$ cat src/rtl/vmaint_pkg.sv
package vmaint_pkg;

    localparam int WORD_W    = 32;
    localparam int CNT_W     = 5;
    localparam int CNT_LSB   = 27;
    localparam int LPI_FIRST = 8192;

    typedef struct packed {
        logic trap_dir;
        logic trap_sei;
        logic trap_g1;
        logic trap_g0;
        logic trap_common;
        logic sgi_no_count;
        logic g1_off_ie;
        logic g1_on_ie;
        logic g0_off_ie;
        logic g0_on_ie;
        logic no_pend_ie;
        logic lr_miss_ie;
        logic under_ie;
        logic enable;
    } ctl_t;

    function automatic ctl_t word_to_ctl(input logic [WORD_W-1:0] w);
        ctl_t c;
        c = {w[14:10], w[8:0]};
        return c;
    endfunction

    function automatic logic [WORD_W-1:0] ctl_to_word(input ctl_t c,
                                                      input logic [CNT_W-1:0] cnt);
        logic [WORD_W-1:0] w;
        w          = '0;
        w[31:27]   = cnt;
        w[14:10]   = {c.trap_dir, c.trap_sei, c.trap_g1, c.trap_g0, c.trap_common};
        w[8:0]     = {c.sgi_no_count, c.g1_off_ie, c.g1_on_ie, c.g0_off_ie,
                      c.g0_on_ie, c.no_pend_ie, c.lr_miss_ie, c.under_ie, c.enable};
        return w;
    endfunction

endpackage

$ cat src/rtl/hcr_ctl_reg.sv
module hcr_ctl_reg
    import vmaint_pkg::*;
(
    input  logic              clk,
    input  logic              rst,
    input  logic              we,
    input  logic [WORD_W-1:0] wdata,
    output ctl_t              ctl
);
    ctl_t ctl_q;

    always_ff @(posedge clk) begin
        if (rst)
            ctl_q <= '0;
        else if (we)
            ctl_q <= word_to_ctl(wdata);
    end

    assign ctl = ctl_q;

endmodule

$ cat src/rtl/eoi_counter.sv
module eoi_counter
    import vmaint_pkg::*;
#(
    parameter int ID_W = 16
) (
    input  logic             clk,
    input  logic             rst,
    input  logic             we,
    input  logic [CNT_W-1:0] wcnt,
    input  logic             eoi_wr,
    input  logic             dir_wr,
    input  logic [ID_W-1:0]  id,
    input  logic             eoimode,
    input  logic             lr_hit,
    input  logic             vsgi,
    input  logic             sgi_block,
    output logic [CNT_W-1:0] cnt
);
    logic [CNT_W-1:0] cnt_q;
    logic [31:0]      id_ext;
    logic             below_lpi;
    logic             path_ok;
    logic             inc;

    assign id_ext    = 32'(id);
    assign below_lpi = id_ext < 32'(LPI_FIRST);
    assign path_ok   = (eoi_wr && !eoimode) || (dir_wr && eoimode);
    assign inc       = path_ok && below_lpi && !lr_hit && !(vsgi && sgi_block);

    always_ff @(posedge clk) begin
        if (rst)
            cnt_q <= '0;
        else if (we)
            cnt_q <= wcnt;
        else if (inc)
            cnt_q <= cnt_q + 1'b1;
    end

    assign cnt = cnt_q;

    // a qualifying strobe steps the count by one, modulo 32
    p_inc_step_r3: assert property (@(posedge clk) disable iff (rst)
        (inc && !we) |=> (cnt_q == CNT_W'($past(cnt_q) + 1'b1)));

    // with no qualifying event and no write the count holds
    p_hold_r5: assert property (@(posedge clk) disable iff (rst)
        (!inc && !we) |=> $stable(cnt_q));

    // the software write decides the next count
    p_write_wins_r8: assert property (@(posedge clk) disable iff (rst)
        we |=> (cnt_q == $past(wcnt)));

endmodule

$ cat src/rtl/maint_eval.sv
module maint_eval
    import vmaint_pkg::*;
#(
    parameter int NUM_LR = 4
) (
    input  logic                clk,
    input  logic                rst,
    input  ctl_t                ctl,
    input  logic                cnt_nz,
    input  logic [2*NUM_LR-1:0] lr_state,
    input  logic [NUM_LR-1:0]   lr_valid,
    input  logic                grp0_en,
    input  logic                grp1_en,
    output logic                irq
);
    localparam int VC_W = $clog2(NUM_LR + 1);

    logic [NUM_LR-1:0] pend_vec;
    logic [VC_W-1:0]   vcount;
    logic              no_pend;
    logic              under;
    logic              any_cond;
    logic              irq_q;

    for (genvar i = 0; i < NUM_LR; i++) begin : g_pend
        assign pend_vec[i] = (lr_state[2*i +: 2] == 2'b01);
    end

    always_comb begin
        vcount = '0;
        for (int i = 0; i < NUM_LR; i++)
            vcount = vcount + VC_W'(lr_valid[i]);
    end

    assign no_pend = ~|pend_vec;
    assign under   = vcount <= VC_W'(1);

    assign any_cond = (ctl.no_pend_ie && no_pend)
                    | (ctl.lr_miss_ie && cnt_nz)
                    | (ctl.under_ie   && under)
                    | (ctl.g1_off_ie  && !grp1_en)
                    | (ctl.g1_on_ie   &&  grp1_en)
                    | (ctl.g0_off_ie  && !grp0_en)
                    | (ctl.g0_on_ie   &&  grp0_en);

    always_ff @(posedge clk) begin
        if (rst)
            irq_q <= 1'b0;
        else
            irq_q <= ctl.enable && any_cond;
    end

    assign irq = irq_q;

    // a disabled interface raises no maintenance interrupt next cycle
    p_off_quiet_r13: assert property (@(posedge clk) disable iff (rst)
        !ctl.enable |=> !irq_q);

endmodule

$ cat src/rtl/vintc_maint_ctrl.sv
module vintc_maint_ctrl
    import vmaint_pkg::*;
#(
    parameter int NUM_LR = 4,
    parameter int ID_W   = 16
) (
    input  logic                clk,
    input  logic                rst,
    input  logic                reg_we,
    input  logic [31:0]         reg_wdata,
    output logic [31:0]         reg_rdata,
    input  logic [2*NUM_LR-1:0] lr_state,
    input  logic [NUM_LR-1:0]   lr_valid,
    input  logic                grp0_en,
    input  logic                grp1_en,
    input  logic                eoi_wr,
    input  logic                dir_wr,
    input  logic [ID_W-1:0]     evt_id,
    input  logic                evt_eoimode,
    input  logic                evt_lr_hit,
    input  logic                evt_vsgi,
    output logic                maint_irq,
    output logic                vif_enable
);
    ctl_t             ctl;
    logic [CNT_W-1:0] cnt;

    hcr_ctl_reg u_ctl (
        .clk   (clk),
        .rst   (rst),
        .we    (reg_we),
        .wdata (reg_wdata),
        .ctl   (ctl)
    );

    eoi_counter #(.ID_W(ID_W)) u_cnt (
        .clk       (clk),
        .rst       (rst),
        .we        (reg_we),
        .wcnt      (reg_wdata[CNT_LSB +: CNT_W]),
        .eoi_wr    (eoi_wr),
        .dir_wr    (dir_wr),
        .id        (evt_id),
        .eoimode   (evt_eoimode),
        .lr_hit    (evt_lr_hit),
        .vsgi      (evt_vsgi),
        .sgi_block (ctl.sgi_no_count),
        .cnt       (cnt)
    );

    maint_eval #(.NUM_LR(NUM_LR)) u_eval (
        .clk      (clk),
        .rst      (rst),
        .ctl      (ctl),
        .cnt_nz   (|cnt),
        .lr_state (lr_state),
        .lr_valid (lr_valid),
        .grp0_en  (grp0_en),
        .grp1_en  (grp1_en),
        .irq      (maint_irq)
    );

    assign reg_rdata  = ctl_to_word(ctl, cnt);
    assign vif_enable = ctl.enable;

    // reserved positions never read as one
    p_rsvd_zero_r2: assert property (@(posedge clk) disable iff (rst)
        (reg_rdata[26:15] == '0) && !reg_rdata[9]);

    // the maintenance interrupt only follows a cycle in which the interface was on
    p_irq_needs_en_r13: assert property (@(posedge clk) disable iff (rst)
        $rose(maint_irq) |-> $past(vif_enable));

endmodule

$ cat config.mk
export PLATFORM = sky130hd
export DESIGN_NAME = vintc_maint_ctrl
export DESIGN_NICKNAME = d
export VERILOG_FILES = /design/src/rtl/vmaint_pkg.sv /design/src/rtl/hcr_ctl_reg.sv /design/src/rtl/eoi_counter.sv /design/src/rtl/maint_eval.sv /design/src/rtl/vintc_maint_ctrl.sv
export SDC_FILE = /design/constraint.sdc
export NUM_CORES = 1
export LEC_CHECK = 0
export BUFFER_PORTS_ARGS = -buffer_cell sky130_fd_sc_hd__buf_2
export CELL_PAD_IN_SITES_DETAIL_PLACEMENT = 1
export CELL_PAD_IN_SITES_GLOBAL_PLACEMENT = 1
export CORE_MARGIN = 1.5
export CORE_UTILIZATION = 25
export DETAILED_ROUTE_END_ITERATION = 16
export PLACE_DENSITY = 0.93
export SYNTH_ARGS = -nofsm -noshare
export SYNTH_HDL_FRONTEND = slang
export SYNTH_SLANG_ARGS = --single-unit
$ cat constraint.sdc
create_clock -name clk -period 4.9 [get_ports clk]
set_input_delay 1.47 -clock clk [delete_from_list [all_inputs] [get_ports clk]]
set_output_delay 1.47 -clock clk [all_outputs]
set_load 0.02 [all_outputs]
==> results of run 1 <==
==> registers in the layout (all words and copies together) (netlist names) <==
name	flops
u_cnt.cnt	5
u_ctl.ctl	14
u_eval.irq	1
==> through the flow <==
stage / setup WS, ns / cells / hold slack (ns) / util, % / cell area, um2
2_1_floorplan: 2.30 / 131 / 0.484 / - / 1130
3_3_place_gp: 2.11 / 225 / 0.447 / 33.8 / 1380
3_5_place_dp: 2.07 / 225 / 0.473 / 33.8 / 1380
4_1_cts: 2.35 / 229 / 0.484 / 35.5 / 1450
5_1_grt: 2.26 / 229 / 0.496 / 35.5 / 1450
6_report: 2.37 / 229 / 0.470 / 35.5 / 1450
==> logic make-up (layout without fill, tap and decap cells) <==
group	count (synthesis)	count (layout)
AND/OR/NAND/NOR	26	26
XOR/XNOR	4	4
multiplexers	17	17
other	1	13
adder cells (fa/ha/maj)	4	4
flip-flops	20	20
buffers and inverters	32	80
AO/OA/AOI/OAI	15	15
==> layout by cell type, fill, tap and decap left out <==
cell type	synthesis	layout
nand4_1	3	3
inv_1	12	12
ha_1	4	4
bufinv_16	0	1
o41ai_1	1	1
o21a_1	4	4
dfxtp_1	20	20
a41oi_1	1	1
nand2b_1	1	1
a221oi_2	1	1
clkbuf_8	0	3
nand2_1	3	3
xnor2_1	4	4
nor2_1	14	14
mux2_2	1	1
a211oi_1	1	1
a222oi_1	1	1
nor4_4	1	1
buf_2	3	64
mux2i_1	16	16
a21oi_1	5	5
nand3_1	2	2
conb_1	1	13
and3_1	2	2
a311oi_1	1	1
==> area by class of cell <==
type	count	area share (%)
clock inverter	1	2.07
tap	50	4.31
inverter	12	3.10
clock buffer	3	2.84
sequential	20	27.6
timing repair buffer	64	22.1
multi-input combinational	79	38.0
==> worst max-delay path: stages <==
cell and delay [ns]:
buf_2 0.10, ha_1 0.28, ha_1 0.28, a211oi_1 0.20, a21oi_1 0.10, a311oi_1 0.26
==> per-layer routing <==
metal	vias to the layer above	GRT usage (%)	part of all wire, %
met5	-	0	0
met2	44	26.3	56
met3	2	4.87	9.0
met4	0	1.47	0.29
li1	494	-	-
met1	487	11.8	35
==> worst paths after layout <==
kind	start	end	slack, ns
setup reg to reg	u_cnt.cnt[0]	u_cnt.cnt[4]	3.56
setup / recovery	lr_valid[0]	u_eval.irq	2.37
hold / removal	u_ctl.ctl[0]	u_eval.irq	0.47
hold reg to reg	u_ctl.ctl[0]	u_eval.irq	0.47
==> power by group <==
part           internal, mW  total [mW]  switching [mW]
clock                 0.109       0.164          0.0550
combinational        0.0360      0.0874          0.0513
sequential            0.173       0.181         0.00799
==> run metrics, run 1 <==
Post-synth ARST share=0%; main flop type after synthesis=dfxtp_1; average wire per standard cell=12.2 um; Worst VDD drop=0.168 mV; vias in the first global route=1019; post-CTS sizing=0; Synth top area share=36.8%; Die Span Y=69.0 um; Post-Syn Area=0.00109 mm2; Distinct cells, synth=25; Total Power=around 0.43 mW; Hold Violations, Final=0; initial antenna violation count=0; Die Span X=approximately 69 um; skew final=0.00334 ns; kind of critical path=in -> reg; CP endpoint kind=flip-flop; mux share of post-synthesis cell area=15.8%; EDFF count, synth=0; clock sinks=20; CTS Root Cell=clkbuf_8; grt ovf=0; worst skew pair latency=0.26 ns; row cnt=23; largest family of logic cells by synthesized area=buffers and inverters; area leader, netlist=dfxtp_1; DIE AREA=0.00475 mm2; vias after detailed routing=1027; Post-DP HPWL=approximately 2300 um; Final setup viols=0; diode count=0; register area share after synthesis=36.8%; WP data arrival=2.70 ns; DRC Markers=0; first-pass GRT wire length=approximately 4400 um; drt pass-1 iters=4; Post-Syn Instances=119; compound-gate portion of the synthesized area=10.5%; maxcap violations=0; fmax=395 MHz; ANT nets after route=0; CTS tree=done; share of layout cells above drive strength 1=just under 40%; r2r worst-path depth=5; Setup Fix Bufs, Post-CTS=0; clock period minus final worst setup slack=2.53 ns; Tightest Pin Transition=0.624 ns; Starting Density=26.6%; Multi-input gate area=552 um2; Buffers on Ports=64; Synth Area in XOR/XNOR=around 3.2%; Hold Path Cell Cnt=2; worst hold path type=reg -> reg; outcome=finished clean; RePlAce Congestion=a little under 0.7; crit start category=primary input; RSZ-0062 raised after global routing=no; FF/Latch Area=400 um2; Num CTS Buffers=3; final wirelength=between 2000 and 3000 um; most frequent cell after synthesis=dfxtp_1; final setup TNS=0 ns; Pins Over Slew Limit=0; gr usage total=12.7%; crit share post-route=between 50% and 60%; power density cells=about 300 mW/mm2; fillers=just over 500; area delta synth->final=33.5%; H-tree Lvls=1; core box area=0.00409 mm2; Synth top cells by count=20 x dfxtp_1, 16 x mux2i_1, 15 x buf_4; post-cts hold buffer count=0; Seq cells post-synth=20; simple-gate share of the synthesized area=about an eighth; drt initial violations=20; CP max FO=1; adder-cell share of the synthesized area=4.60%; largest net degree at the start of global routing=25; Syn. warnings=0; LEAKAGE=0.792 nW; Max-slew headroom=58.4%; vias per cell=approximately 4.5; Mapped Avg Cell Area=9.14 um2; Nets=roughly 250; synth top area cells=dfxtp_1 37%, mux2i_1 15%, buf_4 10%; Critical Path RT=5.06 ns; maximum clock path buffer count=2; clk slew on worst S/H paths=0.07 ns; IO Pins=104
(Power assumes the default switching activity.)
==> inputs of run 2 (changes only) <==
--- a/config.mk
+++ b/config.mk
@@ -9,9 +9,9 @@
 export CELL_PAD_IN_SITES_DETAIL_PLACEMENT = 1
 export CELL_PAD_IN_SITES_GLOBAL_PLACEMENT = 1
 export CORE_MARGIN = 1.5
-export CORE_UTILIZATION = 25
+export CORE_UTILIZATION = 24
 export DETAILED_ROUTE_END_ITERATION = 16
-export PLACE_DENSITY = 0.93
+export PLACE_DENSITY = 0.9
 export SYNTH_ARGS = -nofsm -noshare
 export SYNTH_HDL_FRONTEND = slang
 export SYNTH_SLANG_ARGS = --single-unit
==> constraint.sdc (replaced) <==
create_clock -name clk -period 2.6 [get_ports clk]
set_input_delay 0.78 -clock clk [delete_from_list [all_inputs] [get_ports clk]]
set_output_delay 0.78 -clock clk [all_outputs]
set_load 0.02 [all_outputs]
==> run 2 against run 1 <==
  * Clock power grew 26%
  * Utilization shrank 2.8 points
  * Non-clock buffer count is the same
  * Hold slack lost 0.0014 ns
  * Sequential share of layout area grew 0.53 points
  * Total power grew 65%
  * Combinational power grew 88%
  * Critical path depth is the same
  * Sequential power grew 88%
  * Global-route usage shrank 1.0 points
  * Critical path type unchanged
  * Highest routed layer unchanged
==> run metrics, run 2 (synthesized netlist as in run 1, its figures left out) <==
outcome=finished clean; clock sinks=20 (unchanged); final cell count without fillers=230 (+0.44%); Die Span X=70.3 um (+2.0%); crit start category=primary input; DIE AREA=0.00494 mm2 (+4.0%); clock period minus final worst setup slack=1.88 ns; final setup TNS=0 ns (unchanged); Pins Over Slew Limit=0 (unchanged); grt ovf=0 (unchanged); highest metal used=met4; maximum clock path buffer count=2 (unchanged); Reg-to-Reg Start=u_cnt.cnt[0]; max reg flops=14 (unchanged); Num CTS Buffers=3 (unchanged); average wire per standard cell=12.1 um (-1.4%); Tightest Pin Transition=0.608 ns (-0.0155 ns); critical path startpoint=lr_valid[0]; FF-to-FF setup slack=1.31 ns (-2.25 ns); worst hold path type=reg -> reg; final wirelength=2770 um (-1.0%); RSZ-0062 raised after global routing=no; area delta synth->final=31.0%; maxcap violations=0 (unchanged); final hold slack=0.468 ns (-0.00143 ns); largest net degree at the start of global routing=25 (unchanged); IO Pins=104 (unchanged); Final setup viols=0 (unchanged); ANT nets after route=0 (unchanged); DRT met1 WL=1050 um (+6.4%); Worst VDD drop=0.279 mV (+66%); Total Power=0.710 mW (+65%); Setup Fix Bufs, Post-CTS=0 (unchanged); initial antenna violation count=0 (unchanged); vias after detailed routing=1009 (-1.8%); Starting Density=25.0% (-1.6 points); core box area=0.00435 mm2 (+6.6%); drt pass-1 iters=4 (unchanged); final core utilization=32.7% (-2.8 points); skew final=0.00168 ns (-0.00167 ns); drt initial violations=21 (+5.0%); kind of critical path=in -> reg; H-tree Lvls=1 (unchanged); Critical Path RT=2.77 ns (-2.29 ns); gr usage total=11.7% (-1.0 points); commonest non-fill, non-tap cell in the layout=buf_2; R2R Path End=u_cnt.cnt[4]; diode count=0 (unchanged); placed insts=227 (+0.89%); Nets=254 (unchanged); most frequent cells in the layout=64 x buf_2, 20 x dfxtp_1, 16 x mux2i_1; vias in the first global route=1063 (+4.3%); r2r worst-path depth=5 (unchanged); LEAKAGE=0.778 nW (-1.8%); CP max FO=1 (unchanged); fmax=532 MHz; vias per cell=4.39 (-2.2%); routed wl met2=1540 um (-1.3%); CTS tree=done; Die Span Y=70.3 um (+2.0%); Post-DP HPWL=2190 um (-3.0%); worst skew pair latency=0.25 ns (about the same); WP data arrival=2.05 ns (-0.65 ns); CP endpoint kind=flip-flop; clk slew on worst S/H paths=0.08 ns (about the same); Buffers on Ports=64 (unchanged); Max-slew headroom=59.5% (+1.0 points); row cnt=24 (+4.3%); post-CTS sizing=0 (unchanged); post-cts hold buffer count=0 (unchanged); CTS Root Cell=clkbuf_8; crit share post-route=72.3%; worst setup path endpoint=u_eval.irq; DR WL met3=175 um (-30%); RePlAce Congestion=0.731 (+5.6%); Hold Violations, Final=0 (unchanged); first-pass GRT wire length=4650 um (+5.5%); power density cells=499 mW/mm2 (+68%); DRC Markers=0 (unchanged); share of layout cells above drive strength 1=39.3% (-0.34 points)
-- run 2: layout make-up --
cell class,count,area (um2)
inverter,12,45.0
tap,52,65.1
clock buffer,3,41.3
sequential,20,400
fill,539,2930
multi-input combinational,79,552
timing repair buffer,64,320
-- run 2: power breakdown --
| part | total [mW] | switching, mW | internal, mW |
|---|---|---|---|
| registers | 0.340 | 0.0150 | 0.325 |
| clock network | 0.206 | 0.103 | 0.103 |
| logic | 0.164 | 0.0966 | 0.0676 |
| total | 0.710 | 0.215 | 0.496 |
-- run 2: through the flow --
step | setup WS, ns | cell area (um2)
after floorplan | 0.689 | 1130
after global placement | 0.441 | 1380
after detailed placement | 0.444 | 1380
after CTS | 0.717 | 1420
after global routing | 0.650 | 1420
final | 0.721 | 1420
-- run 2: critical path, cell delays in order --
cell and delay, ns:
buf_2 0.10, ha_1 0.29, ha_1 0.27, a211oi_1 0.23, a21oi_1 0.11, a311oi_1 0.26
-- run 2: routing by layer --
layer  vias to the layer above  GRT usage [%]
met5                         -              0
met4                         0           1.92
met3                         2           3.46
met2                        39           23.2
met1                       477           11.9
li1                        491              -
-- run 2: how the worst min path moves through the flow --
| stage | from | to | cells after the start |
|---|---|---|---|
| final | u_ctl.ctl[0] | u_eval.irq | 2 |
| after global routing | u_ctl.ctl[0] | u_eval.irq | 2 |
| after CTS | u_ctl.ctl[0] | u_eval.irq | 2 |
| after detailed placement | u_ctl.ctl[0] | u_eval.irq | 2 |
| after global placement | u_ctl.ctl[0] | u_eval.irq | 2 |
| after floorplan | u_ctl.ctl[8] | u_ctl.ctl[8] | 2 |
==> inputs of run 3 (changes only) <==
--- a/config.mk
+++ b/config.mk
@@ -5,13 +5,14 @@
 export SDC_FILE = /design/constraint.sdc
 export NUM_CORES = 1
 export LEC_CHECK = 0
+export ABC_AREA = 1
 export BUFFER_PORTS_ARGS = -buffer_cell sky130_fd_sc_hd__buf_2
 export CELL_PAD_IN_SITES_DETAIL_PLACEMENT = 1
 export CELL_PAD_IN_SITES_GLOBAL_PLACEMENT = 1
 export CORE_MARGIN = 1.5
-export CORE_UTILIZATION = 24
+export CORE_UTILIZATION = 21
 export DETAILED_ROUTE_END_ITERATION = 16
-export PLACE_DENSITY = 0.9
+export PLACE_DENSITY = 0.86
 export SYNTH_ARGS = -nofsm -noshare
 export SYNTH_HDL_FRONTEND = slang
 export SYNTH_SLANG_ARGS = --single-unit
==> constraint.sdc (replaced) <==
create_clock -name clk -period 1.6 [get_ports clk]
set_input_delay 0.48 -clock clk [delete_from_list [all_inputs] [get_ports clk]]
set_output_delay 0.48 -clock clk [all_outputs]
set_load 0.02 [all_outputs]
==> run 3 against run 2 <==
  * Register-to-register slack got worse by 0.91 ns
  * Highest routed layer unchanged
  * Global-route usage decreased by 0.51 points
  * Critical path type is now reg -> out
  * Utilization decreased by 3.3 points
  * Largest cell class unchanged
  * Area after synthesis increased by 9.3%
  * Sequential power increased by 64%
  * Setup slack got worse by 0.49 ns
  * Clock skew increased by 0.0027 ns
  * Flip-flop and latch count unchanged
  * Final cell count increased by 39%
  * Die area increased by 24%
==> run metrics, run 3 <==
compound-gate portion of the synthesized area=9.58% (-0.89 points); Seq cells post-synth=20 (unchanged); main flop type after synthesis=dfxtp_1; Syn. warnings=0 (unchanged); Die Span X=78.2 um (+11%); GR met2 Demand/Resource=21.2% (-1.9 points); core box area=0.00547 mm2 (+26%); skew final=0.00438 ns (+0.00271 ns); DRC Markers=0 (unchanged); worst hold path type=in -> reg; CP endpoint kind=primary output; mux share of post-synthesis cell area=0% (-16 points); DP Area=0.00154 mm2 (+11%); M1 GR Usage=12.5% (+0.53 points); kind of critical path=reg -> out; Post-DP HPWL=2790 um (+28%); gr usage total=11.1% (-0.51 points); Synth top area share=33.7% (-3.1 points); Reg-to-Reg Start=u_cnt.cnt[0]; row cnt=27 (+13%); register area share after synthesis=33.7% (-3.1 points); initial antenna violation count=0 (unchanged); CP delay by family, top=flip-flops; final wirelength=3420 um (+23%); LEAKAGE=0.914 nW (+18%); vias per cell=3.97 (-9.5%); area delta synth->final=35.4%; Final setup viols=0 (unchanged); crit start category=flip-flop; clk slew on worst S/H paths=0.08 ns (about the same); clock sinks=20 (unchanged); Post-synth ARST share=0% (unchanged); RSZ-0062 raised after global routing=no; crit share post-route=between 80% and 90%; most frequent cell after synthesis=nor2_1; Pins Over Slew Limit=0 (unchanged); Hold Path Cell Cnt=3 (+1); adder-cell share of the synthesized area=4.21% (-0.39 points); EDFF count, synth=0 (unchanged); power density cells=866 mW/mm2 (+73%); ANT nets after route=0 (unchanged); met3 Track Usage GR=1.51% (-2.0 points); H-tree Lvls=1 (unchanged); WP buf/inv=1 (unchanged); fmax=around 730 MHz; CTS Root Cell=clkbuf_8; commonest non-fill, non-tap cell in the layout=buf_2; R2R Path End=u_cnt.cnt[4]; vias after detailed routing=1266 (+25%); maximum clock path buffer count=2 (unchanged); Hold Violations, Final=0 (unchanged); Post-Syn Instances=182 (+53%); Finished Cell Area=0.00161 mm2 (+13%); FF-to-FF setup slack=0.40 ns (-0.91 ns); synth top area cells=dfxtp_1 34%, nor2_1 15%, buf_4 9.5%; GR peak layer=met2; Mapped Avg Cell Area=6.53 um2 (-29%); Crit path depth=1 (-5); worst hold endpoint=u_ctl.ctl[3]; WP data arrival=0.89 ns (-1.16 ns); final hold slack=0.437 ns (-0.0315 ns); Synth Area in XOR/XNOR=1.47% (-1.7 points); share of layout cells above drive strength 1=32.0% (-7.3 points); CP max FO=6 (+5); grt ovf=0 (unchanged); Nets=322 (+27%); Starting Density=21.7% (-3.3 points); average wire per standard cell=10.7 um (-11%); r2r worst-path depth=6 (+1); diode count=0 (unchanged); Buffers on Ports=64 (unchanged); max incr delay on CP=0.43 ns (+0.14 ns); drt initial violations=38 (+81%); hold_sp=reg_wdata[3]; area leader, netlist=dfxtp_1; clock period minus final worst setup slack=1.37 ns; DIE AREA=0.00612 mm2 (+24%); Worst VDD drop=0.474 mV (+70%); IO Pins=104 (unchanged); drt pass-1 iters=4 (unchanged); vias in the first global route=1281 (+21%); most frequent cells in the layout=64 x buf_2, 47 x nor2_1, 27 x nand2_1; RePlAce Congestion=0.701 (-4.0%); first-pass GRT wire length=5480 um (+18%); Critical Path RT=1.12 ns (-1.65 ns); Synth top cells by count=47 x nor2_1, 27 x nand2_1, 22 x inv_1; largest family of logic cells by synthesized area=simple AND/OR/NAND/NOR gates; worst skew pair latency=0.26 ns (about the same); largest net degree at the start of global routing=18 (-28%); Setup Fix Bufs, Post-CTS=0 (unchanged); Num CTS Buffers=3 (unchanged); Die Span Y=78.2 um (+11%); Total Power=1.39 mW (+96%); final setup TNS=0 ns (unchanged); max reg flops=14 (unchanged); post-cts hold buffer count=0 (unchanged); outcome=finished clean; highest-delay cell along the critical path=dfxtp_1; Post-Syn Area=0.00119 mm2 (+9.3%); post-CTS sizing=0 (unchanged); maxcap violations=0 (unchanged); CTS tree=done; worst-path cell chain=buf_2; Distinct cells, synth=22 (-12%); simple-gate share of the synthesized area=31.1% (+19 points)
-- run 3: report_power, final --
part           internal (mW)  switching [mW]  leakage (nW)
sequential             0.533          0.0251         0.166
combinational          0.121           0.197         0.713
clock                  0.334           0.183        0.0357
-- run 3: layout make-up --
type                            count  area [um2]
Clock buffer                        3        41.3
Clock inverter                      1        30.0
Fill cell                         736        3860
Inverter                           24        90.1
Multi-Input combinational cell    130         599
Sequential cell                    20         400
Tap cell                           72        90.1
Timing Repair Buffer               69         358
-- run 3: logic make-up after synthesis --
| logic type | after synthesis |
|---|---|
| AOI/OAI and AO/OA | 22 |
| xor gates and xnor gates | 2 |
| adders and majority gates | 4 |
| buffers and inverters | 44 |
| DFF | 20 |
| other | 1 |
| and+or+nand+nor | 89 |
-- run 3: worst max path at each step --
stage               slack (ns)          from       endpoint
floorplan                 0.19   lr_valid[0]     u_eval.irq
global placement          0.04   lr_valid[0]     u_eval.irq
detailed placement       0.008   lr_valid[0]     u_eval.irq
CTS                       0.21  u_cnt.cnt[0]  reg_rdata[27]
global route              0.17  u_cnt.cnt[0]  reg_rdata[27]
finish                    0.23  u_cnt.cnt[2]  reg_rdata[29]
-- run 3: per-layer routing --
| metal | wire, um | share of wire, % | up-vias |
|---|---|---|---|
| li1 | - | - | 659 |
| met1 | 1410 | 41 | 570 |
| met2 | 1800 | 53 | 35 |
| met3 | 183 | 5.3 | 2 |
| met4 | 29 | 0.85 | 0 |
| met5 | 0 | 0 | - |
-- run 3: through the flow --
| step | cells | util (%) | worst slack (ns) |
|---|---|---|---|
| 6_report | 319 | 29.4 | 0.228 |
| 5_1_grt | 319 | 29.4 | 0.171 |
| 4_1_cts | 319 | 29.4 | 0.210 |
| 3_5_place_dp | 315 | 28.1 | 0.00834 |
| 3_3_place_gp | 315 | 28.1 | 0.0432 |
| 2_1_floorplan | 194 | - | 0.195 |
